--- config.mk ---
export PLATFORM = sky130hd
export DESIGN_NAME = sflash_seq
export DESIGN_NICKNAME = d
export VERILOG_FILES = /design/src/rtl/sflash_pkg.sv /design/src/rtl/sflash_tmr.sv /design/src/rtl/sflash_shreg.sv /design/src/rtl/sflash_seq.sv
export SDC_FILE = /design/constraint.sdc
export NUM_CORES = 1
export LEC_CHECK = 0
export BUFFER_PORTS_ARGS = -buffer_cell sky130_fd_sc_hd__buf_4
export CORE_UTILIZATION = 58
export CTS_BUF_LIST = sky130_fd_sc_hd__clkbuf_2 sky130_fd_sc_hd__clkbuf_4 sky130_fd_sc_hd__clkbuf_8
export DETAILED_ROUTE_END_ITERATION = 8
export HOLD_SLACK_MARGIN = 0.03
export PLACE_DENSITY = 0.83
export SLEW_MARGIN = 20
export SYNTH_ARGS = -nofsm -noshare
export SYNTH_HDL_FRONTEND = slang
export SYNTH_SLANG_ARGS = --single-unit
--- constraint.sdc ---
create_clock -name clk -period 3.2 [get_ports clk]
set_input_delay 0.48 -clock clk [delete_from_list [all_inputs] [get_ports clk]]
set_output_delay 0.48 -clock clk [all_outputs]
set_load 0.01 [all_outputs]
--- src/rtl/sflash_pkg.sv ---
`timescale 1ns/1ps
package sflash_pkg;
  localparam int FRAME_W = 32;

  typedef enum logic [1:0] {
    OP_READ   = 2'd0,
    OP_WRITE  = 2'd1,
    OP_BERASE = 2'd2,
    OP_CERASE = 2'd3
  } sf_op_e;

  typedef enum logic [3:0] {
    ST_IDLE, ST_MSU, ST_MPUL, ST_MHLD, ST_MGAP, ST_ASH, ST_AGAP,
    ST_DRD, ST_DWR, ST_WGAP, ST_PULSE, ST_EOP
  } sf_st_e;
endpackage

--- src/rtl/sflash_tmr.sv ---
`timescale 1ns/1ps
// Down counter shared by every phase: load N-1 to spend N cycles.
module sflash_tmr #(
  parameter int TW = 8
) (
  input  logic          clk,
  input  logic          rst_n,
  input  logic          load,
  input  logic [TW-1:0] val,
  output logic          zero
);
  logic [TW-1:0] cnt_q, cnt_d;

  always_comb begin
    cnt_d = cnt_q;
    if (load)             cnt_d = val;
    else if (cnt_q != '0) cnt_d = cnt_q - TW'(1);
  end

  always_ff @(posedge clk or negedge rst_n) begin
    if (!rst_n) cnt_q <= '0;
    else        cnt_q <= cnt_d;
  end

  assign zero = (cnt_q == '0);
endmodule

--- src/rtl/sflash_shreg.sv ---
`timescale 1ns/1ps
// Left shift register: MSB is the next bit out, sin enters at bit 0.
module sflash_shreg #(
  parameter int W = 40
) (
  input  logic         clk,
  input  logic         rst_n,
  input  logic         load,
  input  logic [W-1:0] din,
  input  logic         shift,
  input  logic         sin,
  output logic [W-1:0] q
);
  logic [W-1:0] q_d;

  always_comb begin
    q_d = q;
    if (load)       q_d = din;
    else if (shift) q_d = {q[W-2:0], sin};
  end

  always_ff @(posedge clk or negedge rst_n) begin
    if (!rst_n) q <= '0;
    else        q <= q_d;
  end
endmodule

--- src/rtl/sflash_seq.sv ---
`timescale 1ns/1ps
module sflash_seq
  import sflash_pkg::*;
#(
  parameter int CLK_MHZ   = 200,
  parameter int PULSE_US  = 400,
  parameter int EOP_TO_US = 100000,
  parameter int ADDR_W    = 16,
  parameter int NPUL_W    = 4
) (
  input  logic                clk,
  input  logic                rst_n,
  input  logic                start,
  input  logic [1:0]          op,
  input  logic [NPUL_W-1:0]   npul,
  input  logic [ADDR_W-1:0]   addr,
  input  logic [FRAME_W-1:0]  wframe,
  output logic                busy,
  output logic                done,
  output logic                err,
  output logic [FRAME_W-1:0]  rframe,
  output logic                fl_mode,
  output logic                fl_ctrl,
  output logic                fl_aclk,
  output logic                fl_dclk,
  output logic                fl_data_o,
  output logic                fl_data_oe,
  input  logic                fl_data_i,
  input  logic                fl_eop
);
  // Derived timing, all in system-clock cycles.
  localparam int HALF_C  = (CLK_MHZ + 1) / 2;
  localparam int MSU_C   = (CLK_MHZ + 1) / 2;
  localparam int GAP_C   = CLK_MHZ;
  localparam int PULSE_C = CLK_MHZ * PULSE_US;
  localparam int TO_C    = CLK_MHZ * EOP_TO_US;
  localparam int TMAX    = (TO_C > PULSE_C) ? TO_C : PULSE_C;
  localparam int TW      = $clog2(TMAX + 1);
  localparam int BMAX    = (ADDR_W > FRAME_W) ? ADDR_W : FRAME_W;
  localparam int BMAX2   = (BMAX > (1 << NPUL_W)) ? BMAX : (1 << NPUL_W);
  localparam int BW      = $clog2(BMAX2 + 1);
  localparam int SH_W    = ADDR_W + FRAME_W;

  localparam logic [TW-1:0] LD_HALF  = TW'(HALF_C - 1);
  localparam logic [TW-1:0] LD_MSU   = TW'(MSU_C - 1);
  localparam logic [TW-1:0] LD_GAP   = TW'(GAP_C - 1);
  localparam logic [TW-1:0] LD_PULSE = TW'(PULSE_C - 1);
  localparam logic [TW-1:0] LD_TO    = TW'(TO_C - 1);
  localparam logic [BW-1:0] A_LAST   = BW'(ADDR_W - 1);
  localparam logic [BW-1:0] F_LAST   = BW'(FRAME_W - 1);

  sf_st_e              state_q, state_d;
  sf_op_e              op_q, op_d;
  logic [NPUL_W-1:0]   npul_q, npul_d;
  logic [BW-1:0]       bit_q, bit_d, last_bit;
  logic                ph_q, ph_d;
  logic                err_d, done_d;
  logic                t_ld, tz;
  logic [TW-1:0]       t_val;
  logic                s_ld, s_sh;
  logic [SH_W-1:0]     sh_q;

  sflash_tmr #(.TW(TW)) u_tmr (
    .clk(clk), .rst_n(rst_n), .load(t_ld), .val(t_val), .zero(tz)
  );

  // Address then frame leave from the MSB; read bits enter at bit 0.
  sflash_shreg #(.W(SH_W)) u_sh (
    .clk(clk), .rst_n(rst_n), .load(s_ld), .din({addr, wframe}),
    .shift(s_sh), .sin(fl_data_i), .q(sh_q)
  );

  always_comb begin
    case (state_q)
      ST_MPUL: last_bit = BW'(npul_q) - BW'(1);
      ST_ASH:  last_bit = A_LAST;
      default: last_bit = F_LAST;
    endcase
  end

  always_comb begin
    state_d = state_q;
    op_d    = op_q;
    npul_d  = npul_q;
    bit_d   = bit_q;
    ph_d    = ph_q;
    err_d   = err;
    done_d  = 1'b0;
    t_ld    = 1'b0;
    t_val   = LD_HALF;
    s_ld    = 1'b0;
    s_sh    = 1'b0;
    case (state_q)
      ST_IDLE: if (start) begin
        state_d = ST_MSU;
        op_d    = sf_op_e'(op);
        npul_d  = npul;
        err_d   = 1'b0;
        s_ld    = 1'b1;
        t_ld    = 1'b1;
        t_val   = LD_MSU;
      end
      ST_MSU: if (tz) begin
        t_ld  = 1'b1;
        ph_d  = 1'b0;
        bit_d = '0;
        if (npul_q == '0) begin state_d = ST_MHLD; t_val = LD_MSU; end
        else                    state_d = ST_MPUL;
      end
      ST_MPUL, ST_ASH, ST_DRD, ST_DWR: if (tz) begin
        t_ld = 1'b1;
        ph_d = ~ph_q;
        if (ph_q) begin
          bit_d = bit_q + BW'(1);
          s_sh  = (state_q != ST_MPUL);
          if (bit_q == last_bit) begin
            case (state_q)
              ST_MPUL: begin state_d = ST_MHLD; t_val = LD_MSU; end
              ST_ASH:  begin state_d = ST_AGAP; t_val = LD_GAP; end
              ST_DWR:  begin state_d = ST_WGAP; t_val = LD_GAP; end
              default: begin state_d = ST_IDLE; t_ld = 1'b0; done_d = 1'b1; end
            endcase
          end
        end
      end
      ST_MHLD: if (tz) begin state_d = ST_MGAP; t_ld = 1'b1; t_val = LD_GAP; end
      ST_MGAP: if (tz) begin
        t_ld  = 1'b1;
        ph_d  = 1'b0;
        bit_d = '0;
        if (op_q == OP_CERASE) begin state_d = ST_PULSE; t_val = LD_PULSE; end
        else                         state_d = ST_ASH;
      end
      ST_AGAP: if (tz) begin
        t_ld  = 1'b1;
        ph_d  = 1'b0;
        bit_d = '0;
        case (op_q)
          OP_READ:  state_d = ST_DRD;
          OP_WRITE: state_d = ST_DWR;
          default:  begin state_d = ST_PULSE; t_val = LD_PULSE; end
        endcase
      end
      ST_WGAP:  if (tz) begin state_d = ST_PULSE; t_ld = 1'b1; t_val = LD_PULSE; end
      ST_PULSE: if (tz) begin state_d = ST_EOP;   t_ld = 1'b1; t_val = LD_TO; end
      ST_EOP: begin
        if (fl_eop) begin
          state_d = ST_IDLE; done_d = 1'b1;
        end else if (tz) begin
          state_d = ST_IDLE; done_d = 1'b1; err_d = 1'b1;
        end
      end
      default: state_d = ST_IDLE;
    endcase
  end

  always_ff @(posedge clk or negedge rst_n) begin
    if (!rst_n) begin
      state_q <= ST_IDLE;
      op_q    <= OP_READ;
      npul_q  <= '0;
      bit_q   <= '0;
      ph_q    <= 1'b0;
      err     <= 1'b0;
      done    <= 1'b0;
    end else begin
      state_q <= state_d;
      op_q    <= op_d;
      npul_q  <= npul_d;
      bit_q   <= bit_d;
      ph_q    <= ph_d;
      err     <= err_d;
      done    <= done_d;
    end
  end

  // Pin clocks come straight from flops, decoded from the next state.
  always_ff @(posedge clk or negedge rst_n) begin
    if (!rst_n) begin
      fl_mode    <= 1'b0;
      fl_ctrl    <= 1'b0;
      fl_aclk    <= 1'b0;
      fl_dclk    <= 1'b0;
      fl_data_oe <= 1'b0;
    end else begin
      fl_mode    <= (state_d == ST_MSU) || (state_d == ST_MPUL) || (state_d == ST_MHLD);
      fl_ctrl    <= ((state_d == ST_MPUL) && ph_d) || (state_d == ST_PULSE);
      fl_aclk    <= (state_d == ST_ASH) && ph_d;
      fl_dclk    <= ((state_d == ST_DRD) || (state_d == ST_DWR)) && ph_d;
      fl_data_oe <= (state_d == ST_ASH) || (state_d == ST_DWR);
    end
  end

  assign fl_data_o = ((state_q == ST_ASH) || (state_q == ST_DWR)) ? sh_q[SH_W-1] : 1'b0;
  assign rframe    = sh_q[FRAME_W-1:0];
  assign busy      = (state_q != ST_IDLE);
endmodule

==> flow_summary.toml <==
[yosys]
yosysUniqueCellTypes = 58
synth_flop_cell = "dfrtp_1"
ys_top_cells_by_area = "dfrtp_1, mux2i_1, nor2_1"
synth_edf_count = 0
synthSimpleGateAreaFrac_pct = 19.4
postSynthCellCount = 593
synth-seq-cells = 97
synth_compound_area_share_pct = 12.9
yosysTopAreaCell = "dfrtp_1"
syn_area_per_cell_sq_um = 9.22
muxShareOfSynthArea_pct = 10.4
synth_fp_nets = 656
yosysTopAreaCellShare_pct = 44.4
syn_area_sq_um = 5470
yosysSeqAreaShare_pct = 44.4
async_flop_share_pct = 100
synth_xor_area_share_pct = 4.48
synth-adder-area-share_pct = 1.10
yosysWarnings = 0
synth_top_family_by_area = "simple AND/OR/NAND/NOR gates"

[setup_path]
worstSetupPathDepth = 8
path_class = "reg2reg"
crit_family = "simple AND/OR/NAND/NOR gates"
worstPathRequired_ps = 3460
critPathMaxFanout = 5
arrival_ps = 3370
crit_chain = "inv_1, ha_1, or3b_2, or4_4, a311o_2, o21ai_0, o21ai_0, nor4b_1"
crit_slowest_cell = "or4_4"
cpPeakStageDelay_ps = 510
startpoint_type = "flip-flop"
rr_worst_depth = 8
rrSetupSlack_ps = 90
cpMostUsedCell = "o21ai_0"
cp-end-kind = "flip-flop"
crit_buf_inv = 1

[routing]
drtIter0Drc = 360
wirelength_um = 12900
postRouteAntennaNets = 0
drc_errors = 0
viasPerCell = 5.94
dr.pass1.iters = 7
via_count = 4622
avgRoutedWirePerCell_um = 16.5

[sta]
setup_viol = 0
fmax_mhz = 321
drv_slew = 0
slew_headroom_pct = 49.7
period_share_pct = 97.3
setup_tns_ps = 0
period_minus_slack_ps = 3110
whs_ps = 183
fin_skew_ps = 16.6
rsz0062_at_grt = "no"
tightest_slew_ps = 754
hold_violations = 0

[place]
hpwl_um = 9100
placedInstanceArea_sq_um = 6200
dp_cells = 761
portBuffers = 99
gp_congestion = 0.915

[floorplan]
dieWidth_um = 99.1
num_rows = 35
boundaryPins = 100
coreArea_sq_um = 9200
start_util_pct = 59.5
fp.dieArea_sq_um = 9820
die_h_um = 99.1

[cts]
post-cts-setup-buffers = 0
clk_pin_slew_ps = 100
htreeDepth = 3
cts_resized = 0
clock-root-buffer = "clkbuf_8"
clock_path_buffers = 2
clk_latency_ps = 370
clock-sinks = 97
cts_made_buffers = 9
cts_tree = "done"
cts-hold-fix-buffers = 0

[global_routing]
grtUsageTotal_pct = 27.0
antenna_found_initial = 0
grt_first_pass_wirelength_um = 21200
grt_max_degree = 62
grt_remaining_overflow = 0
grt_pass1_vias = 4479

[layout]
fill_cells = 710
synthToLayoutAreaGrowth_pct = 17.3
nets = 725
drive_gt1_share_pct = 23.5
fin_cells = 778
diodes = 0
final_area_sq_um = 6410

[power]
ir_drop_v = 0.000509
power_density_nw_per_um2 = 731
p_leak_nw = 2.76

[outcome]
status = "finished clean"

[run]
cap_violations = 0

[worst_hold_path]
holdCritPathClass = "in2async"
==> worst reg2reg max path, stage by stage (launching register included) <==
cell	delay, ps
dfrtp_1	430
inv_1	90
ha_1	190
or3b_2	480
or4_4	510
a311o_2	410
o21ai_0	340
o21ai_0	220
nor4b_1	340
==> where the power goes <==
| group | switching (mW) | leakage [nW] | internal, mW |
|---|---|---|---|
| clock | 0.455 | 0.0873 | 0.302 |
| sequential | 0.422 | 1.20 | 1.69 |
| combinational | 0.928 | 1.47 | 0.891 |
| total | 1.80 | 2.76 | 2.88 |
==> final timing paths <==
check | startpoint | end
worst max-delay path | npul_q[0] | fl_ctrl
worst min-delay path | rst_n | bit_q[4]
worst max register to register | npul_q[0] | fl_ctrl
worst min register to register | err | err
max in group asynchronous | rst_n | u_tmr.cnt_q[5]
min in group clk | op[1] | op_q[1]
==> per-layer routing <==
metal,track usage [%],part of all wire (%)
met1,36.7,42
met2,42.9,48
met3,6.39,8.5
met4,9.05,1.9
met5,0,0
==> flip-flops by register name, summed over array words and instances, names as in the netlist <==
name / cells
fl_aclk: 1
op_q: 2
err: 1
state_q: 4
fl_dclk: 1
done: 1
fl_mode: 1
bit_q: 6
fl_ctrl: 1
npul_q: 4
fl_data_oe: 1
u_tmr.cnt_q: 25
u_sh.q: 48
ph_q: 1
==> Yosys cell counts (4+ instances only) <==
cell and n:
a21oi_1 62, a31oi_1 5, and2_1 4, buf_1 9, buf_2 5, buf_4 32, clkbuf_1 17, dfrtp_1 97
ha_1 4, inv_1 10, mux2_2 6, mux2i_1 50, nand2_1 39, nand2b_1 8, nand3_1 15, nand3b_1 4
nand4_1 5, nor2_1 90, nor3_1 13, nor4_1 9, o21ai_0 20, or3_1 5, or4_1 6, xnor2_1 9
xor2_1 19
==> cell usage in the layout, fill, tap and decap left out, types with 6 or more instances in the layout <==
cell,count
dfrtp_1,97
nor4_1,9
buf_4,116
xor2_1,19
nand3_1,15
nand2b_1,8
xnor2_1,9
inv_1,10
clkbuf_8,9
o21ai_0,20
a21oi_1,62
mux2i_1,50
nand2_1,39
nor3_1,13
nor2_1,90
mux2_2,6
==> cells by family (layout without fill, tap and decap cells) <==
kind of cell             count (synthesis)  in the layout
multiplexers                            56             56
XOR/XNOR                                28             28
buffers and inverters                   73            146
AND/OR/NAND/NOR                        217            217
adder cells (fa/ha/maj)                  5              5
AO/OA/AOI/OAI                          117            118
flip-flops                              97             97
==> metrics by stage <==
stage	power [mW]	util, %	setup slack, ps
3_3_place_gp	3.81	67.4	136
3_5_place_dp	3.91	67.4	29.9
2_1_floorplan	3.43	-	216
5_1_grt	5.02	69.7	14.7
4_1_cts	4.69	69.4	17.4
6_report	4.69	69.7	86.7
==> area by class of cell <==
type	instances	area [sq um]	share of cell area (%)
repair buffers	120	951	14.8
inverters	10	37.5	0.585
well taps	111	139	2.17
clock buffers	10	131	2.05
multi-input cells	424	2680	41.7
flip-flops and latches	97	2430	37.8
clock inverters	6	50.0	0.780
Power figures use the tool's default switching activity.
